`src/rtl/clkCtrlPkg.sv`:
```
package clkCtrlPkg;

  localparam int REG_W   = 8;
  localparam int SHIFT_W = 3;

  // register 0 field positions
  localparam int C0_WAIT    = 2;
  localparam int C0_SUBDRV  = 3;
  localparam int C0_SUBON   = 4;
  localparam int C0_MAINOFF = 5;
  localparam int C0_DIV0    = 6;
  localparam int C0_SYSSEL  = 7;

  // register 1 field positions
  localparam int C1_MAINDRV = 5;
  localparam int C1_DIVLO   = 6;
  localparam int C1_DIVHI   = 7;

  // strobes from control to datapath
  typedef struct packed {
    logic               mainRun;
    logic               subRun;
    logic               perGate;
    logic               srcSub;
    logic [SHIFT_W-1:0] shift;
  } ctrlStrobe_t;

endpackage

```
`src/rtl/clkCtrlRegs.sv`:
```
module clkCtrlRegs
  import clkCtrlPkg::*;
(
  input  logic             clk,
  input  logic             rstN,
  input  logic             wrEn,
  input  logic             wrAddr,
  input  logic [REG_W-1:0] wrData,
  input  logic             stopMode,
  input  logic             waitActive,
  output ctrlStrobe_t      strobe,
  output logic [REG_W-1:0] ctrl0Rd,
  output logic [REG_W-1:0] ctrl1Rd
);

  logic       waitPerStop;
  logic       subDrive;
  logic       subStart;
  logic       mainStop;
  logic       div0;
  logic       sysSel;
  logic       mainDrive;
  logic [1:0] divSel;
  logic       stopQ;
  logic       stopEntry;
  logic       wr0;
  logic       wr1;

  assign stopEntry = stopMode & ~stopQ;
  assign wr0       = wrEn & ~wrAddr;
  assign wr1       = wrEn & wrAddr;

  always_ff @(posedge clk or negedge rstN) begin
    if (!rstN) begin
      waitPerStop <= 1'b0;
      subDrive    <= 1'b1;
      subStart    <= 1'b0;
      mainStop    <= 1'b0;
      div0        <= 1'b1;
      sysSel      <= 1'b0;
      mainDrive   <= 1'b1;
      divSel      <= 2'b10;
      stopQ       <= 1'b0;
    end else begin
      stopQ <= stopMode;
      if (wr0) begin
        waitPerStop <= wrData[C0_WAIT];
        subDrive    <= wrData[C0_SUBDRV];
        // sub-oscillator cannot be stopped while it feeds the CPU
        subStart    <= wrData[C0_SUBON] | sysSel;
        mainStop    <= wrData[C0_MAINOFF];
        div0        <= wrData[C0_DIV0];
        // sub-clock selectable only once it has been started
        sysSel      <= wrData[C0_SYSSEL] & subStart;
      end
      if (wr1) begin
        mainDrive <= wrData[C1_MAINDRV];
        divSel    <= wrData[C1_DIVHI:C1_DIVLO];
      end
      if (stopEntry) begin
        subDrive <= 1'b1;
        if (!sysSel) begin
          div0      <= 1'b1;
          mainDrive <= 1'b1;
        end
      end
    end
  end

  always_comb begin
    strobe.mainRun = ~mainStop & ~stopMode;
    strobe.subRun  = subStart & ~stopMode;
    strobe.perGate = waitActive & waitPerStop;
    strobe.srcSub  = sysSel;
    strobe.shift   = div0 ? (SHIFT_W'({1'b0, divSel}) + SHIFT_W'(1)) : '0;
  end

  always_comb begin
    ctrl0Rd              = '0;
    ctrl0Rd[C0_WAIT]     = waitPerStop;
    ctrl0Rd[C0_SUBDRV]   = subDrive;
    ctrl0Rd[C0_SUBON]    = subStart;
    ctrl0Rd[C0_MAINOFF]  = mainStop;
    ctrl0Rd[C0_DIV0]     = div0;
    ctrl0Rd[C0_SYSSEL]   = sysSel;
    ctrl1Rd              = '0;
    ctrl1Rd[C1_MAINDRV]  = mainDrive;
    ctrl1Rd[C1_DIVHI:C1_DIVLO] = divSel;
  end

endmodule

```
`src/rtl/clkCtrlDatapath.sv`:
```
module clkCtrlDatapath
  import clkCtrlPkg::*;
#(
  parameter int PRE_W       = 5,
  parameter int F8_LOG2     = 3,
  parameter int FC_LOG2     = 5,
  parameter int SYNC_STAGES = 2,
  parameter int BCNT_W      = 4,
  parameter int RESET_SHIFT = 3
) (
  input  logic        clk,
  input  logic        rstN,
  input  logic        subOsc,
  input  ctrlStrobe_t strobe,
  output logic        bclkEn,
  output logic        f1En,
  output logic        f8En,
  output logic        f32En,
  output logic        fcEn,
  output logic        fc32En
);

  localparam logic [PRE_W-1:0]   PRE_LAST = '1;
  localparam logic [F8_LOG2-1:0] F8_LAST  = '1;
  localparam logic [FC_LOG2-1:0] FC_LAST  = '1;

  logic [PRE_W-1:0]       preCnt;
  logic [BCNT_W-1:0]      bclkCnt;
  logic [BCNT_W-1:0]      bclkLast;
  logic [FC_LOG2-1:0]     fcCnt;
  logic [SYNC_STAGES-1:0] syncQ;
  logic                   edgeQ;
  logic                   activeSubQ;
  logic [SHIFT_W-1:0]     activeShift;
  logic                   mainTick;
  logic                   subPulse;
  logic                   halted;
  logic                   cfgLoad;

  // sub-oscillator synchroniser chain
  generate
    for (genvar i = 0; i < SYNC_STAGES; i++) begin : gSync
      if (i == 0) begin : gFirst
        always_ff @(posedge clk or negedge rstN) begin
          if (!rstN) syncQ[i] <= 1'b0;
          else       syncQ[i] <= subOsc;
        end
      end else begin : gNext
        always_ff @(posedge clk or negedge rstN) begin
          if (!rstN) syncQ[i] <= 1'b0;
          else       syncQ[i] <= syncQ[i-1];
        end
      end
    end
  endgenerate

  always_ff @(posedge clk or negedge rstN) begin
    if (!rstN) edgeQ <= 1'b0;
    else       edgeQ <= syncQ[SYNC_STAGES-1];
  end

  assign subPulse = strobe.subRun & syncQ[SYNC_STAGES-1] & ~edgeQ;
  assign bclkLast = BCNT_W'((32'd1 << activeShift) - 32'd1);
  assign mainTick = strobe.mainRun & (bclkCnt == bclkLast);

  assign bclkEn = activeSubQ ? subPulse : mainTick;
  assign f1En   = strobe.mainRun & ~strobe.perGate;
  assign f8En   = f1En & (preCnt[F8_LOG2-1:0] == F8_LAST);
  assign f32En  = f1En & (preCnt == PRE_LAST);
  assign fcEn   = subPulse;
  assign fc32En = subPulse & (fcCnt == FC_LAST);

  // switch on a boundary of the current clock, or at once if it is halted
  assign halted  = activeSubQ ? ~strobe.subRun : ~strobe.mainRun;
  assign cfgLoad = bclkEn | halted;

  always_ff @(posedge clk or negedge rstN) begin
    if (!rstN) begin
      preCnt      <= '0;
      bclkCnt     <= '0;
      fcCnt       <= '0;
      activeSubQ  <= 1'b0;
      activeShift <= SHIFT_W'(RESET_SHIFT);
    end else begin
      if (strobe.mainRun) preCnt <= preCnt + 1'b1;
      if (cfgLoad || mainTick)  bclkCnt <= '0;
      else if (strobe.mainRun)  bclkCnt <= bclkCnt + 1'b1;
      if (subPulse) fcCnt <= fcCnt + 1'b1;
      if (cfgLoad) begin
        activeSubQ  <= strobe.srcSub;
        activeShift <= strobe.shift;
      end
    end
  end

endmodule

```
`src/rtl/clkCtrlUnit.sv`:
```
module clkCtrlUnit
  import clkCtrlPkg::*;
(
  input  logic       clk,
  input  logic       rstN,
  input  logic       wrEn,
  input  logic       wrAddr,
  input  logic [7:0] wrData,
  input  logic       subOsc,
  input  logic       stopMode,
  input  logic       waitActive,
  output logic       bclkEn,
  output logic       f1En,
  output logic       f8En,
  output logic       f32En,
  output logic       fcEn,
  output logic       fc32En,
  output logic [7:0] ctrl0Rd,
  output logic [7:0] ctrl1Rd
);

  ctrlStrobe_t strobe;

  clkCtrlRegs uRegs (
    .clk        (clk),
    .rstN       (rstN),
    .wrEn       (wrEn),
    .wrAddr     (wrAddr),
    .wrData     (wrData),
    .stopMode   (stopMode),
    .waitActive (waitActive),
    .strobe     (strobe),
    .ctrl0Rd    (ctrl0Rd),
    .ctrl1Rd    (ctrl1Rd)
  );

  clkCtrlDatapath #(
    .PRE_W       (5),
    .F8_LOG2     (3),
    .FC_LOG2     (5),
    .SYNC_STAGES (2),
    .BCNT_W      (4),
    .RESET_SHIFT (3)
  ) uPath (
    .clk    (clk),
    .rstN   (rstN),
    .subOsc (subOsc),
    .strobe (strobe),
    .bclkEn (bclkEn),
    .f1En   (f1En),
    .f8En   (f8En),
    .f32En  (f32En),
    .fcEn   (fcEn),
    .fc32En (fc32En)
  );

endmodule

```
`config.mk`:
```
export PLATFORM = sky130hd
export DESIGN_NAME = clkCtrlUnit
export DESIGN_NICKNAME = d
export VERILOG_FILES = /design/src/rtl/clkCtrlPkg.sv /design/src/rtl/clkCtrlRegs.sv /design/src/rtl/clkCtrlDatapath.sv /design/src/rtl/clkCtrlUnit.sv
export SDC_FILE = /design/constraint.sdc
export NUM_CORES = 1
export LEC_CHECK = 0
export CELL_PAD_IN_SITES_DETAIL_PLACEMENT = 1
export CELL_PAD_IN_SITES_GLOBAL_PLACEMENT = 2
export CORE_MARGIN = 2
export CORE_UTILIZATION = 33
export CTS_CLUSTER_SIZE = 12
export DETAILED_ROUTE_END_ITERATION = 16
export GPL_TIMING_DRIVEN = 1
export PLACE_DENSITY_LB_ADDON = 0.1
export SKIP_LAST_GASP = 1
export SYNTH_ARGS = -nofsm -noshare
export SYNTH_HDL_FRONTEND = slang
export SYNTH_SLANG_ARGS = --single-unit
```
`constraint.sdc`:
```
create_clock -name clk -period 5.3 [get_ports clk]
set_input_delay 1.06 -clock clk [delete_from_list [all_inputs] [get_ports clk]]
set_output_delay 1.06 -clock clk [all_outputs]
set_load 0.01 [all_outputs]
```
# ---- Word level (Yosys, flattened, before mapping)
# Cells that the tools add are included.
# Widths: inputs -> output; s select.
dict set report totals {
  output_inout_bits 22
  memories 0
  romBits 0
  mem_bits_rw 0
  reg_bits 31
  elab_cells 67
  in_bits 15
  latchBits 0
}
dict set report op_classes {
  addsub 5
  eq_ne 4
  multipliers 0
  shifts 1
  mux 13
  div 0
  n_bitwise 24
  n_lt_le_gt_ge 0
  reduce_logical 3
}
# op n
set op_table {}
lappend op_table {{$and 1x1->1} 14}
lappend op_table {{$add 5x1->5 const B} 2}
lappend op_table {{$eq 5x5->1 const B} 2}
lappend op_table {{$mux 1} 10}
lappend op_table {{$mux 4} 2}
lappend op_table {{$not 1->1} 8}
lappend op_table {{$add 4x1->4 const B} 1}
lappend op_table {{$eq 4x4->1} 1}
lappend op_table {{$reduce_bool 2->1} 2}
lappend op_table {{$shl 1x3->4 const A} 1}
lappend op_table {{$sub 4x1->4 const B} 1}
lappend op_table {{$add 2x1->3 const B} 1}
lappend op_table {{$eq 3x3->1 const B} 1}
lappend op_table {{$mux 3} 1}
lappend op_table {{$or 1x1->1} 2}
lappend op_table {{$logic_or 1x1->1} 1}

# ---- Longest topological paths before layout
dict set report depth {
  word_depth 8
  mapped_depth 8
  depth_no_buf 8
}

# ---- By module
# A second synthesis with hierarchy kept.
dict set report unflattened {
  cells_unflattened 166
  hier_area_um2 1755.4
}
# module area_per_inst_um2 seq_area_each_um2 instances cells_each
set modules_own_cells {}
lappend modules_own_cells {clkCtrlDatapath 1161.1 528.0 1 109}
lappend modules_own_cells {clkCtrlRegs 594.3 255.2 1 57}

# ---- Worst setup path after synthesis
# No wires, ideal clock.
dict set report synth_path {
  kind {in2out}
  start {input port stopMode}
  end {output port bclkEn}
  arrival_time_ns 2.268
  n_path_buf 1
  stages 5
  slack_ns 1.972
  t_required_ns 4.240
  path_cell_list {clkbuf_1 nor2_2 nand3_1 or2_2 o21ai_0}
}
dict set report synth_between {
  elab_chain_cells 5
  word_cells_on_any_way 7
  classes_between {mux (1); bitwise (6)}
}
# item line
set synth_lines {}
lappend synth_lines {{start: declaration} clkCtrlUnit.sv:10} ;# input logic stopMode,
lappend synth_lines {{$not 1->1 *} {clkCtrlRegs.sv:71, clkCtrlRegs.sv:72}}
lappend synth_lines {{$and 1x1->1} clkCtrlRegs.sv:72} ;# strobe.subRun = subStart & ~stopMode;
lappend synth_lines {{$and 1x1->1 (2 in a row)} clkCtrlDatapath.sv:62} ;# assign subPulse = strobe.subRun & syncQ[SYNC_STAGES-1] & ~edgeQ;
lappend synth_lines {{$mux 1 *} clkCtrlDatapath.sv:66} ;# assign bclkEn = activeSubQ ? subPulse : mainTick;
lappend synth_lines {{end: declaration} clkCtrlUnit.sv:12} ;# output logic bclkEn,
# Every way passes the cells marked *; elsewhere a longest branch is shown, timed or not.

# ---- Final worst setup path
# Same ends and word-level chain as after synthesis.

==> results.py <==
metrics = {
    "floorplan": {
        "die_h_um": 72.9,
        "die-width_um": 72.9,
        "core_area_um2": 4660,
        "fp.dieArea_um2": 5310,
        "start_util": 0.336,
        "ios": 37,
        "row_count": 25,
    },
    "run": {
        "drv_cap": 0,
    },
    "logic_synthesis": {
        "synth_area_um2": 1570,
        "ys_ff_latch": 31,
        "netlist.area_leader.share": 0.400,
        "synth_top_area_cell": "dfrtp_1",
        "synth_warnings": 0,
        "synthCells": 141,
        "synth.distinct_cells": 32,
        "yosysSeqAreaShare": 0.500,
        "synth_area_per_cell_um2": 11.1,
        "ys_top_cells_by_area": "dfrtp_1 40%, dfstp_2 10%, buf_4 6.7%",
    },
    "detailed_routing": {
        "drc": 0,
        "avgViaCountPerCell": 4.80,
        "routedWlPerCell_um": 14.0,
        "vias": 1065,
        "routed_wl_mm": 3.10,
        "drtIter0Drc": 64,
        "drtPass1Iterations": 3,
        "ant_nets": 0,
    },
    "sta": {
        "finClkSkew_ps": 8.55,
        "finalHoldViolations": 0,
        "tns_ps": 0,
        "min_period_ps": 4320,
        "tightest_slew_ps": 524,
        "max_clock_freq_mhz": 231,
        "maxSlewHeadroom": 0.649,
        "maxSlewViolCount": 0,
        "rsz0062_at_grt": "false",
        "fin_crit_sh": 0.816,
        "setup_violations": 0,
        "whs_ps": 350,
    },
    "placed_design": {
        "hpwlAfterDp_mm": 2.34,
        "port_buffers": 27,
        "place.gp.congestion": 0.705,
    },
    "global_route": {
        "grt_pass1_wl_mm": 5.43,
        "grt_antenna_before_repair": 0,
        "grt_util_all_layers": 0.136,
        "gr-total-overflow": 0,
        "grt_max_degree": 32,
        "grt_pass1_vias": 1147,
    },
    "power": {
        "pwr-share-seq": 0.490,
        "swShare": 0.310,
        "intPower_uw": 486,
        "leakagePower_nw": 0.843,
        "clkPwrFrac": 0.258,
        "combPwrFrac": 0.252,
        "switchingPower_uw": 218,
        "peakVddDrop_mv": 0.139,
        "powerDensity_nw_per_um2": 368,
    },
    "critical_path": {
        "start_kind": "input pin",
        "cp_max_fo": 10,
        "arrival_ps": 3260,
        "end_kind": "output pin",
        "required_ps": 4240,
        "crit_type": "input pin to output pin",
    },
    "clock_network": {
        "cts_buffer_depth": 2,
        "cts_hold_buf": 0,
        "ctsRootBufferMaster": "clkbuf_8",
        "clkLatencyLatePin_ps": 290,
        "post_cts_resized": 0,
        "htree_levels": 2,
        "cts_setup_buffers": 0,
        "cts_made_buffers": 5,
        "cts.sink_count": 31,
        "cts_tree": "yes",
        "clk_pin_slew_ps": 60,
    },
    "layout": {
        "final_common_cell": "clkdlybuf4s50_1",
        "layout_common_cells": "27 x clkdlybuf4s50_1, 25 x dfrtp_1, 13 x nand2_1",
        "syn2layout_area_growth_pct": 22.2,
        "diodes": 0,
        "drive_gt1_frac": 0.167,
        "fin_nets": 190,
    },
    "run_status": {
        "status": "finished, final reports clean",
    },
    "worst_hold_path": {
        "hp-class": "flop to flop",
    },
}
[logic make-up after synthesis]
family                   share of synthesized area
AND/OR/NAND/NOR                              0.137
flip-flops                                   0.500
buffers and inverters                       0.0791
AO/OA/AOI/OAI                               0.0552
multiplexers                                0.0999
XOR/XNOR                                    0.0615
adder cells (fa/ha/maj)                     0.0640
other                                      0.00240
[cell usage after synthesis]
library cell,count
nand4_1,3
or3_1,2
clkbuf_1,2
a211oi_1,1
and2_1,3
buf_4,14
a41oi_1,1
mux2i_1,4
o31a_1,1
nand2b_1,2
dfstp_2,6
o21ai_0,7
conb_1,1
or4_1,1
a31oi_1,1
nand3_1,4
nor3_1,2
nor2_2,1
mux2_2,9
dfrtp_1,25
mux2_4,1
a21oi_1,4
xor2_1,6
nor2_1,6
nand2_1,13
inv_1,3
nor2b_1,1
nor3b_2,1
ha_1,8
and3_1,2
or2_2,1
xnor2_1,5
[metal layers]
metal / track usage / share of wire / vias up / wire [um]
met4: 0.0617 / 0.019 / 0 / 58
met1: 0.174 / 0.46 / 523 / 1430
met2: 0.211 / 0.48 / 20 / 1490
li1: - / - / 515 / -
met5: 0 / 0 / - / 0
met3: 0.0428 / 0.040 / 7 / 125
[final timing paths]
path	startpoint	to	slack (ps)	cells after the start
max in group asynchronous	rstN	uPath.activeShift[0]	3800	2
min in group asynchronous	rstN	uPath.preCnt[3]	1170	2
worst min-delay path	uPath.syncQ[0]	uPath.syncQ[1]	350	0
worst min register to register	uPath.syncQ[0]	uPath.syncQ[1]	350	0
worst max-delay path	stopMode	bclkEn	980	6
worst max register to register	uPath.activeShift[2]	uPath.activeShift[0]	3200	6
[through the flow]
stage               worst slack [ps]  instances  cell area, um2  utilization  power, mW
finish                           975        222            1910        0.410      0.704
global route                     790        222            1910        0.410      0.757
CTS                              951        222            1910        0.410      0.717
detailed placement               986        214            1830        0.392      0.531
global placement                1010        214            1830        0.392      0.519
floorplan                       1970        147            1590            -      0.467
[critical path, cell delays in order]
cell	delay, ps
clkdlybuf4s50_1	460
nor2_2	400
nand3_1	200
or2_2	350
o21ai_0	210
clkdlybuf4s50_1	580
[layout make-up]
type	count	area, um2
clock buffers	6	72.6
clock inverters	2	12.5
fillers	523	2750
inverters	3	11.3
multi-input cells	97	681
flip-flops and latches	31	783
well taps	54	67.6
repair buffers	29	285
[sequential cells by signal, indices dropped and copies added (netlist names)]
signal	flops
uPath.preCnt	5
uRegs.stopQ	1
uRegs.div0	1
uPath.syncQ	2
uRegs.subStart	1
uPath.bclkCnt	4
uRegs.subDrive	1
uRegs.sysSel	1
uPath.fcCnt	5
uRegs.divSel	2
uPath.edgeQ	1
uPath.activeShift	3
uRegs.mainStop	1
uRegs.waitPerStop	1
uRegs.mainDrive	1
uPath.activeSubQ	1
[power groups by stage]
stage	registers, mW	clock network (mW)	logic [mW]
global placement	0.346	0	0.173
global route	0.354	0.200	0.203
finish	0.345	0.182	0.178
detailed placement	0.350	0	0.181
CTS	0.346	0.187	0.184
floorplan	0.336	0	0.131
(Power assumes the default switching activity.)
